`config.mk`:
```
export PLATFORM = sky130hd
export DESIGN_NAME = flash_cmd_engine
export DESIGN_NICKNAME = d
export VERILOG_FILES = /design/src/rtl/flash_cmd_pkg.sv /design/src/rtl/flash_cmd_ctrl.sv /design/src/rtl/flash_cmd_datapath.sv /design/src/rtl/flash_cmd_engine.sv
export SDC_FILE = /design/constraint.sdc
export NUM_CORES = 1
export LEC_CHECK = 0
export BUFFER_PORTS_ARGS = -buffer_cell sky130_fd_sc_hd__buf_4
export CAP_MARGIN = 0
export CORE_MARGIN = 2
export CORE_UTILIZATION = 39
export CTS_BUF_LIST = sky130_fd_sc_hd__clkbuf_2
export DETAILED_ROUTE_END_ITERATION = 8
export HOLD_SLACK_MARGIN = 0.15
export PLACE_DENSITY = 0.71
export SYNTH_ARGS = -nofsm -noshare
export SYNTH_HDL_FRONTEND = slang
export SYNTH_HIERARCHICAL = 1
export SYNTH_SLANG_ARGS = --single-unit
```
`constraint.sdc`:
```
create_clock -name clk -period 7.19 [get_ports clk]
set_input_delay 0.3595 -clock clk [delete_from_list [all_inputs] [get_ports clk]]
set_output_delay 0.3595 -clock clk [all_outputs]
set_load 0.01 [all_outputs]
```
`src/rtl/flash_cmd_pkg.sv`:
```
package flash_cmd_pkg;
  localparam int OPC_LSB     = 24;
  localparam int RD_EN_BIT   = 23;
  localparam int RD_CNT_LSB  = 20;
  localparam int ADDR_EN_BIT = 19;
  localparam int ADDR_CNT_LSB = 16;
  localparam int WR_EN_BIT   = 15;
  localparam int WR_CNT_LSB  = 12;
  localparam int DUMMY_LSB   = 7;
  localparam int EXEC_BIT    = 0;

  typedef enum logic [2:0] {
    PH_IDLE  = 3'd0,
    PH_OPC   = 3'd1,
    PH_ADDR  = 3'd2,
    PH_DUMMY = 3'd3,
    PH_WDATA = 3'd4,
    PH_RDATA = 3'd5
  } phase_t;

  typedef struct packed {
    logic       load;
    logic [7:0] loadData;
    logic [3:0] loadBits;
    logic       csOn;
    logic       csOff;
    logic       rdClear;
    logic       rdStore;
    logic [2:0] rdIdx;
  } strobe_t;
endpackage

```
`src/rtl/flash_cmd_ctrl.sv`:
```
module flash_cmd_ctrl
  import flash_cmd_pkg::*;
(
  input  logic        clk,
  input  logic        rstN,
  input  logic        cmdWe,
  input  logic [31:0] cmdWord,
  input  logic [31:0] addrWord,
  input  logic [31:0] wrLo,
  input  logic [31:0] wrHi,
  input  logic        unitDone,
  output strobe_t     strb,
  output logic        busy
);
  phase_t      phase, nxtPhase;
  logic [2:0]  idx, nxtIdx;
  logic [4:0]  dummyLeft, dumRem;
  logic [3:0]  dumBits;
  logic        addrEnQ, wrEnQ, rdEnQ;
  logic [1:0]  addrCntQ;
  logic [2:0]  wrCntQ, rdCntQ;
  logic [4:0]  dummyQ;
  logic [31:0] addrQ, addrShifted;
  logic [63:0] wrBufQ;
  logic [5:0]  enVec;
  logic        accept, stay;

  function automatic phase_t firstAfter(phase_t cur, logic [5:0] en);
    phase_t r;
    r = PH_IDLE;
    for (int p = 5; p >= 1; p--)
      if (p > int'(cur) && en[p]) r = phase_t'(3'(p));
    return r;
  endfunction

  assign busy   = (phase != PH_IDLE);
  assign accept = !busy && cmdWe && cmdWord[EXEC_BIT];
  assign enVec  = {rdEnQ, wrEnQ, (dummyQ != 5'd0), addrEnQ, 2'b00};

  always_comb begin
    strb        = '0;
    nxtPhase    = phase;
    nxtIdx      = idx;
    stay        = 1'b0;
    dumRem      = (phase == PH_DUMMY) ? dummyLeft : dummyQ;
    dumBits     = (dumRem > 5'd8) ? 4'd8 : dumRem[3:0];
    addrShifted = '0;
    if (accept) begin
      nxtPhase      = PH_OPC;
      nxtIdx        = '0;
      strb.csOn     = 1'b1;
      strb.rdClear  = 1'b1;
      strb.load     = 1'b1;
      strb.loadData = cmdWord[OPC_LSB +: 8];
      strb.loadBits = 4'd8;
    end else if (busy && unitDone) begin
      if (phase == PH_RDATA) begin
        strb.rdStore = 1'b1;
        strb.rdIdx   = idx;
      end
      stay = (phase == PH_ADDR  && idx != {1'b0, addrCntQ}) ||
             (phase == PH_DUMMY && dummyLeft != 5'd0) ||
             (phase == PH_WDATA && idx != wrCntQ) ||
             (phase == PH_RDATA && idx != rdCntQ);
      if (stay) nxtIdx = idx + 3'd1;
      else begin
        nxtPhase = firstAfter(phase, enVec);
        nxtIdx   = '0;
      end
      addrShifted = addrQ >> {addrCntQ - nxtIdx[1:0], 3'b000};
      if (nxtPhase == PH_IDLE) strb.csOff = 1'b1;
      else begin
        strb.load     = 1'b1;
        strb.loadBits = 4'd8;
        case (nxtPhase)
          PH_ADDR:  strb.loadData = addrShifted[7:0];
          PH_DUMMY: strb.loadBits = dumBits;
          PH_WDATA: strb.loadData = wrBufQ[{nxtIdx, 3'b000} +: 8];
          default:  strb.loadData = 8'h00;
        endcase
      end
    end
  end

  always_ff @(posedge clk or negedge rstN) begin
    if (!rstN) begin
      phase <= PH_IDLE;  idx <= '0;  dummyLeft <= '0;
      addrEnQ <= 1'b0;  wrEnQ <= 1'b0;  rdEnQ <= 1'b0;
      addrCntQ <= '0;  wrCntQ <= '0;  rdCntQ <= '0;  dummyQ <= '0;
      addrQ <= '0;  wrBufQ <= '0;
    end else begin
      phase <= nxtPhase;
      idx   <= nxtIdx;
      if (accept) begin
        addrEnQ  <= cmdWord[ADDR_EN_BIT];
        addrCntQ <= cmdWord[ADDR_CNT_LSB +: 2];
        wrEnQ    <= cmdWord[WR_EN_BIT];
        wrCntQ   <= cmdWord[WR_CNT_LSB +: 3];
        rdEnQ    <= cmdWord[RD_EN_BIT];
        rdCntQ   <= cmdWord[RD_CNT_LSB +: 3];
        dummyQ   <= cmdWord[DUMMY_LSB +: 5];
        addrQ    <= addrWord;
        wrBufQ   <= {wrHi, wrLo};
      end
      if (strb.load && nxtPhase == PH_DUMMY)
        dummyLeft <= dumRem - {1'b0, dumBits};
    end
  end

  // an accepted execute makes the block busy on the next cycle
  p_exec_starts_r2: assert property (@(posedge clk) disable iff (!rstN)
    (!busy && cmdWe && cmdWord[EXEC_BIT]) |=> busy);
  // while busy, sequencing moves only on unit completion, whatever cmdWe does
  p_busy_ignores_r2: assert property (@(posedge clk) disable iff (!rstN)
    (busy && !unitDone) |=> ($stable(phase) && $stable(idx)));
endmodule

```
`src/rtl/flash_cmd_datapath.sv`:
```
module flash_cmd_datapath
  import flash_cmd_pkg::*;
#(
  parameter int HALF_DIV = 2
) (
  input  logic        clk,
  input  logic        rstN,
  input  strobe_t     strb,
  input  logic        miso,
  output logic        csN,
  output logic        sclk,
  output logic        mosi,
  output logic        unitDone,
  output logic [31:0] rdLo,
  output logic [31:0] rdHi
);
  localparam int CW = (HALF_DIV > 1) ? $clog2(HALF_DIV) : 1;

  logic [CW-1:0] halfCnt;
  logic [7:0]    txShift, rxShift;
  logic [3:0]    bitsLeft;
  logic          active, tick;
  logic [63:0]   rdBuf;

  assign tick = active && (halfCnt == CW'(HALF_DIV - 1));
  assign mosi = active & txShift[7];
  assign rdLo = rdBuf[31:0];
  assign rdHi = rdBuf[63:32];

  always_ff @(posedge clk or negedge rstN) begin
    if (!rstN) begin
      csN <= 1'b1;  sclk <= 1'b0;  active <= 1'b0;  unitDone <= 1'b0;
      halfCnt <= '0;  txShift <= '0;  rxShift <= '0;  bitsLeft <= '0;
      rdBuf <= '0;
    end else begin
      unitDone <= 1'b0;
      if (strb.csOn)  csN <= 1'b0;
      if (strb.csOff) csN <= 1'b1;
      if (strb.load) begin
        active   <= 1'b1;
        txShift  <= strb.loadData;
        bitsLeft <= strb.loadBits;
        halfCnt  <= '0;
        sclk     <= 1'b0;
      end else if (active) begin
        halfCnt <= tick ? '0 : halfCnt + CW'(1);
        if (tick) begin
          if (!sclk) begin
            sclk    <= 1'b1;
            rxShift <= {rxShift[6:0], miso};
          end else begin
            sclk <= 1'b0;
            if (bitsLeft == 4'd1) begin
              active   <= 1'b0;
              unitDone <= 1'b1;
            end else begin
              bitsLeft <= bitsLeft - 4'd1;
              txShift  <= {txShift[6:0], 1'b0};
            end
          end
        end
      end
      if (strb.rdClear) rdBuf <= '0;
      else if (strb.rdStore) rdBuf[{strb.rdIdx, 3'b000} +: 8] <= rxShift;
    end
  end

  // control never starts a new unit while one is shifting
  p_load_when_quiet_r9: assert property (@(posedge clk) disable iff (!rstN)
    strb.load |-> !active);
  // serial clock stays low whenever chip select is released
  p_sclk_needs_cs_r9: assert property (@(posedge clk) disable iff (!rstN)
    csN |-> !sclk);
  // a new command starts with an empty read buffer
  p_clear_zero_r8: assert property (@(posedge clk) disable iff (!rstN)
    strb.rdClear |=> (rdBuf == 64'd0));
endmodule

```
`src/rtl/flash_cmd_engine.sv`:
```
module flash_cmd_engine
  import flash_cmd_pkg::*;
#(
  parameter int HALF_DIV = 2
) (
  input  logic        clk,
  input  logic        rstN,
  input  logic        cmdWe,
  input  logic [31:0] cmdWord,
  input  logic [31:0] addrWord,
  input  logic [31:0] wrDataLo,
  input  logic [31:0] wrDataHi,
  input  logic        miso,
  output logic        csN,
  output logic        sclk,
  output logic        mosi,
  output logic        busy,
  output logic [31:0] rdDataLo,
  output logic [31:0] rdDataHi
);
  strobe_t strb;
  logic    unitDone;

  flash_cmd_ctrl u_ctrl (
    .clk(clk), .rstN(rstN), .cmdWe(cmdWe), .cmdWord(cmdWord),
    .addrWord(addrWord), .wrLo(wrDataLo), .wrHi(wrDataHi),
    .unitDone(unitDone), .strb(strb), .busy(busy)
  );

  flash_cmd_datapath #(.HALF_DIV(HALF_DIV)) u_dp (
    .clk(clk), .rstN(rstN), .strb(strb), .miso(miso),
    .csN(csN), .sclk(sclk), .mosi(mosi), .unitDone(unitDone),
    .rdLo(rdDataLo), .rdHi(rdDataHi)
  );

  // chip select is high whenever the block is idle
  p_idle_cs_high_r9: assert property (@(posedge clk) disable iff (!rstN)
    !busy |-> csN);
  // chip select rises together with the end of busy
  p_cs_release_r9: assert property (@(posedge clk) disable iff (!rstN)
    $fell(busy) |-> csN);
endmodule

```
==> reports/results.txt <==
The synthesized design contains 212 register bits. In this run the worst setup path terminates at u_dp/txShift[3]. The number of filler cells placed in the layout is 2336, and the worst endpoint data arrival time is 5.29 ns. Summed over all nets, the switching power comes to 1733 uW. The net count reported at finish is 1599, and the highest clock rate is 219.6 MHz.

After legalization and detailed placement, the total HPWL measured 19.14 mm. The layout cell share with drive strength beyond 1 came out at 0.2211. The final worst-path cycle share is 0.6334.

Counting along the longest clock path gives a buffer depth of 3. Share of synthesized area occupied by flip-flops and latches: 0.5074. The logs give 0 for the count of cells resized by post-cts repair and 5 for the number of detailed-route iterations in the first pass. The clock-pin slew reported for the worst setup and hold paths after clock tree synthesis works out to 0.10 ns. The logs give 0 for the total count of hold-check failures in the final report and 0 for the remaining design rule violation count.

For the floorplan core area, the log shows 26210 sq um. Among cell families on the critical path, the largest total delay comes from simple AND/OR/NAND/NOR gates. Met3 demand-to-capacity share in global routing: 0.04420. The run gives 0 as the number of max-cap violations. The area added between synthesis and finish was 33.84%. Maximum level of the CTS H-tree: 2.

The cell sitting at the root of the clock tree is a sky130_fd_sc_hd__clkbuf_2. Setup repair after global routing left no endpoint under its margin. For the area of the mapped netlist, the log shows 10460 sq um. The endpoint of the most critical register-to-register path is u_dp/txShift[3]. Registers take 5306 sq um. The die is 167.8 um tall.

In this design, the stage delay of the slowest critical-path cell is 0.98 ns. The time the worst path needs with I/O delays and setup was 4.554 ns; the remaining global-route overflow was 0. Of all nets on the critical path, the largest fanout is 24. The number of cells on the worst reg-to-reg path is 13. The commonest cells after synthesis are sky130_fd_sc_hd__nand2_1 (375), sky130_fd_sc_hd__dfrtp_1 (211), sky130_fd_sc_hd__clkbuf_1 (51).

Clock tree synthesis inserted a total of 55 buffers. The busiest layer in global routing was met2. Final max-slew violation count: 0. The nature of the critical path endpoint is a flip-flop. The first-iteration detailed-routing DRC count is 686. In the post-synthesis netlist, the biggest area contributors are sky130_fd_sc_hd__dfrtp_1 (50%), sky130_fd_sc_hd__nand2_1 (13%), sky130_fd_sc_hd__mux2i_1 (4.1%), sky130_fd_sc_hd__nand2b_1 (3.0%), sky130_fd_sc_hd__mux2_2 (2.6%). The effective utilization at floorplan came out at 0.3990. The number of routed nets with antenna violations is 0, and the mean routed wirelength per cell is 16.61 um. The logs give 2 for the initial antenna violation count and 0.2994 for the relative max-transition margin. Setup violations remaining at the end of the flow were counted as 0. The routed design has 30.46 mm of wire.

Among all flip-flop cells after synthesis, the most frequent one is sky130_fd_sc_hd__dfrtp_1. The critical path goes through xor2_1 -> or4_1 -> a22oi_4 -> nor2_1 -> ha_1 -> xnor2_1 -> xnor2_4 -> mux2_2 -> nand3_1 -> nand4_1 -> nand2_1 -> o21ai_0 -> a22o_1. Entering global routing, the biggest net connects 130 pins.

Kind of critical path: flip-flop to flip-flop. The worst vdd rail ir drop came out at 0.1329 mV. Pin placement for this block handled 200 I/O pins.

The run gives 0.442 as the sequential fraction of design power. The number of clock sinks is 212. The total power per unit cell area is 318.2 nW/um^2.

The final core utilization was 0.5341; the met2 routing resource usage after global routing was 0.3626. The number of enable flip-flop cells after synthesis is 0. The run finished with clean final reports. In this run, distinct cell masters in the synthesized netlist total 75. TritonCTS built the clock tree. The per-cell via count in the routed design was 5.216. Data on the critical path is required at its endpoint by 7.92 ns. The routed via count was 9566.

The share of the synthesized area in the top cell type was 0.5049; the maximum clock skew at final layout was 0.08939 ns. The die is 167.8 um wide. The startpoint identified for the worst register-to-register timing path is u_ctrl/idx[0]. In this run the most critical hold path is launched from wrDataLo[28]. Clock latency on the worst-skew pair, taken at its later pin, is 0.84 ns. For the total nets after synthesis, the log shows 1271.

The biggest area contributor in the post-synthesis netlist is sky130_fd_sc_hd__dfrtp_1. Summing all multi-input logic gate instances after layout gives 4810 sq um. During synthesis, Yosys emitted a total of 6 warnings. In this run the worst hold path is classified as input pin to flip-flop. The type of element launching the critical path is a flip-flop. The post-synthesis average cell area is 9.246 sq um, and the gate count after technology mapping is 1131. For the pin with the worst max-slew slack, the measured transition is 1.051 ns. The critical path depth came out at 13.

The die covers 28140 sq um. Global placement routability congestion: 0.8443. The internal portion of the total power is 2721 uW. Final hold analysis gives a worst-case slack of 0.2537 ns. The launch point of the worst path was u_ctrl/idx[0]. The switching part of the total was 0.3890; the global-route wire length before repair was 49.31 mm. Among all stages on the critical path, the largest delay is contributed by sky130_fd_sc_hd__dfrtp_1. The tools report the leakage power of the design as 0.006926 uW. For the final routed database, the setup TNS stands at 0 ns.

The met1 track demand over resource is 0.2729. The number of global-route vias before repair was 9831. The row count was 59; the number of buffers added on ports was 192. The buffering stage count on the worst path with inverters included works out to 0. The run gives 0.175 as the fraction of power consumed by the clock network. Across all register-to-register paths, the minimum setup slack is 2.64 ns. The tools report the global routing usage summed across all routing layers as 0.2159. The most common cell in the synthesized netlist is sky130_fd_sc_hd__nand2_1. The async set-or-reset flop fraction in the synthesized netlist was 1.000. The run gives 0.383 as the combinational share of power.
[layout by cell type, fill, tap and decap left out, types with 8 or more instances in the layout]
cell,netlist,layout
sky130_fd_sc_hd__nand2_1,375,375
sky130_fd_sc_hd__dfrtp_1,211,211
sky130_fd_sc_hd__buf_4,2,197
sky130_fd_sc_hd__dlygate4sd3_1,0,144
sky130_fd_sc_hd__clkbuf_2,1,78
sky130_fd_sc_hd__nand2b_1,50,50
sky130_fd_sc_hd__nand3_1,49,48
sky130_fd_sc_hd__mux2i_1,43,43
sky130_fd_sc_hd__a21oi_1,43,43
sky130_fd_sc_hd__o21ai_0,37,37
sky130_fd_sc_hd__nor2_1,31,31
sky130_fd_sc_hd__mux2_2,24,24
sky130_fd_sc_hd__nand4_1,17,17
sky130_fd_sc_hd__clkinv_1,1,15
sky130_fd_sc_hd__inv_1,15,14
sky130_fd_sc_hd__a22o_1,12,12
sky130_fd_sc_hd__or3_1,9,9
sky130_fd_sc_hd__o31ai_1,9,9
sky130_fd_sc_hd__xor2_1,8,8
sky130_fd_sc_hd__o22ai_1,8,8
sky130_fd_sc_hd__ha_1,8,8
[cells by family (layout without fill, tap and decap cells)]
| kind of cell | count (synthesis) | count (layout) | synth area share |
|---|---|---|---|
| adders and majority gates | 8 | 8 | 0.009572 |
| AOI/OAI and AO/OA | 159 | 159 | 0.1101 |
| DFF | 212 | 212 | 0.5074 |
| muxes | 69 | 69 | 0.07203 |
| other | 1 | 3 | 0.0003586 |
| xor gates and xnor gates | 15 | 15 | 0.01436 |
| and+or+nand+nor | 580 | 580 | 0.2517 |
| buffers and inverters | 87 | 453 | 0.03446 |
[worst min-delay path by stage]
| stage | to | slack, ns | cells past startpoint |
|---|---|---|---|
| after global routing | u_ctrl/addrQ[9] | 0.20 | 4 |
| after detailed placement | u_ctrl/addrQ[20] | 0.46 | 2 |
| after CTS | u_ctrl/wrBufQ[29] | 0.15 | 4 |
| final | u_ctrl/wrBufQ[28] | 0.25 | 4 |
| after floorplan | u_ctrl/addrCntQ[0] | 0.06 | 0 |
| after global placement | u_ctrl/addrQ[19] | 0.45 | 2 |
[metrics by stage]
step	setup WS, ns	std cells	power [uW]	instance area [sq um]
3_3_place_gp	2.739	1593	3473	12090
5_1_grt	2.340	1834	4792	14000
6_report	2.636	1834	4454	14000
3_5_place_dp	2.638	1593	3534	12090
2_1_floorplan	3.499	1131	3029	10460
4_1_cts	2.686	1832	4457	13990
[flip-flops by register name (all words and copies together) (netlist names), 2 cells and up]
signal	count
u_ctrl/dummyLeft	5
u_dp/rdBuf	64
u_dp/rxShift	8
u_ctrl/phase	3
u_ctrl/idx	3
u_ctrl/dummyQ	5
u_ctrl/rdCntQ	3
u_ctrl/addrCntQ	2
u_ctrl/wrBufQ	64
u_ctrl/addrQ	32
u_ctrl/wrCntQ	3
u_dp/txShift	8
u_dp/bitsLeft	4
[routing by layer]
metal	wire length (um)	vias to the layer above	part of all wire
met5	0	-	0
met4	936	0	0.031
met3	2294	70	0.075
met2	14630	429	0.48
met1	12600	4522	0.41
li1	-	4545	-
[layout make-up]
cell class / count / share of cell area
Sequential cell: 212 / 0.3791
Clock inverter: 17 / 0.004917
Clock buffer: 78 / 0.02789
Antenna cell: 2 / 0.0003576
Inverter: 16 / 0.004470
Timing Repair Buffer: 342 / 0.2096
Tap cell: 335 / 0.02995
Multi-Input combinational cell: 832 / 0.3436
[worst register-to-register path, cell delays in order, from the launching register on]
cell and delay [ns]:
sky130_fd_sc_hd__dfrtp_1 0.98, sky130_fd_sc_hd__xor2_1 0.23, sky130_fd_sc_hd__or4_1 0.59, sky130_fd_sc_hd__a22oi_4 0.34, sky130_fd_sc_hd__nor2_1 0.25, sky130_fd_sc_hd__ha_1 0.32
sky130_fd_sc_hd__xnor2_1 0.22, sky130_fd_sc_hd__xnor2_4 0.56, sky130_fd_sc_hd__mux2_2 0.41, sky130_fd_sc_hd__nand3_1 0.08, sky130_fd_sc_hd__nand4_1 0.10, sky130_fd_sc_hd__nand2_1 0.09
sky130_fd_sc_hd__o21ai_0 0.10, sky130_fd_sc_hd__a22o_1 0.20
[power groups by stage]
stage | sequential [uW] | combinational (uW) | clock (uW)
final | 1970 | 1710 | 779
after global routing | 2020 | 1900 | 868
after CTS | 1960 | 1690 | 808
after detailed placement | 1980 | 1550 | 0
after global placement | 1970 | 1510 | 0
after floorplan | 1870 | 1160 | 0
[repair_timing]
item | in CTS | in global routing
hold endpoints to repair | 250 | 0
hold buffers | 144 | 0
buffers inserted | 0 | 0
(Power assumes the default switching activity.)
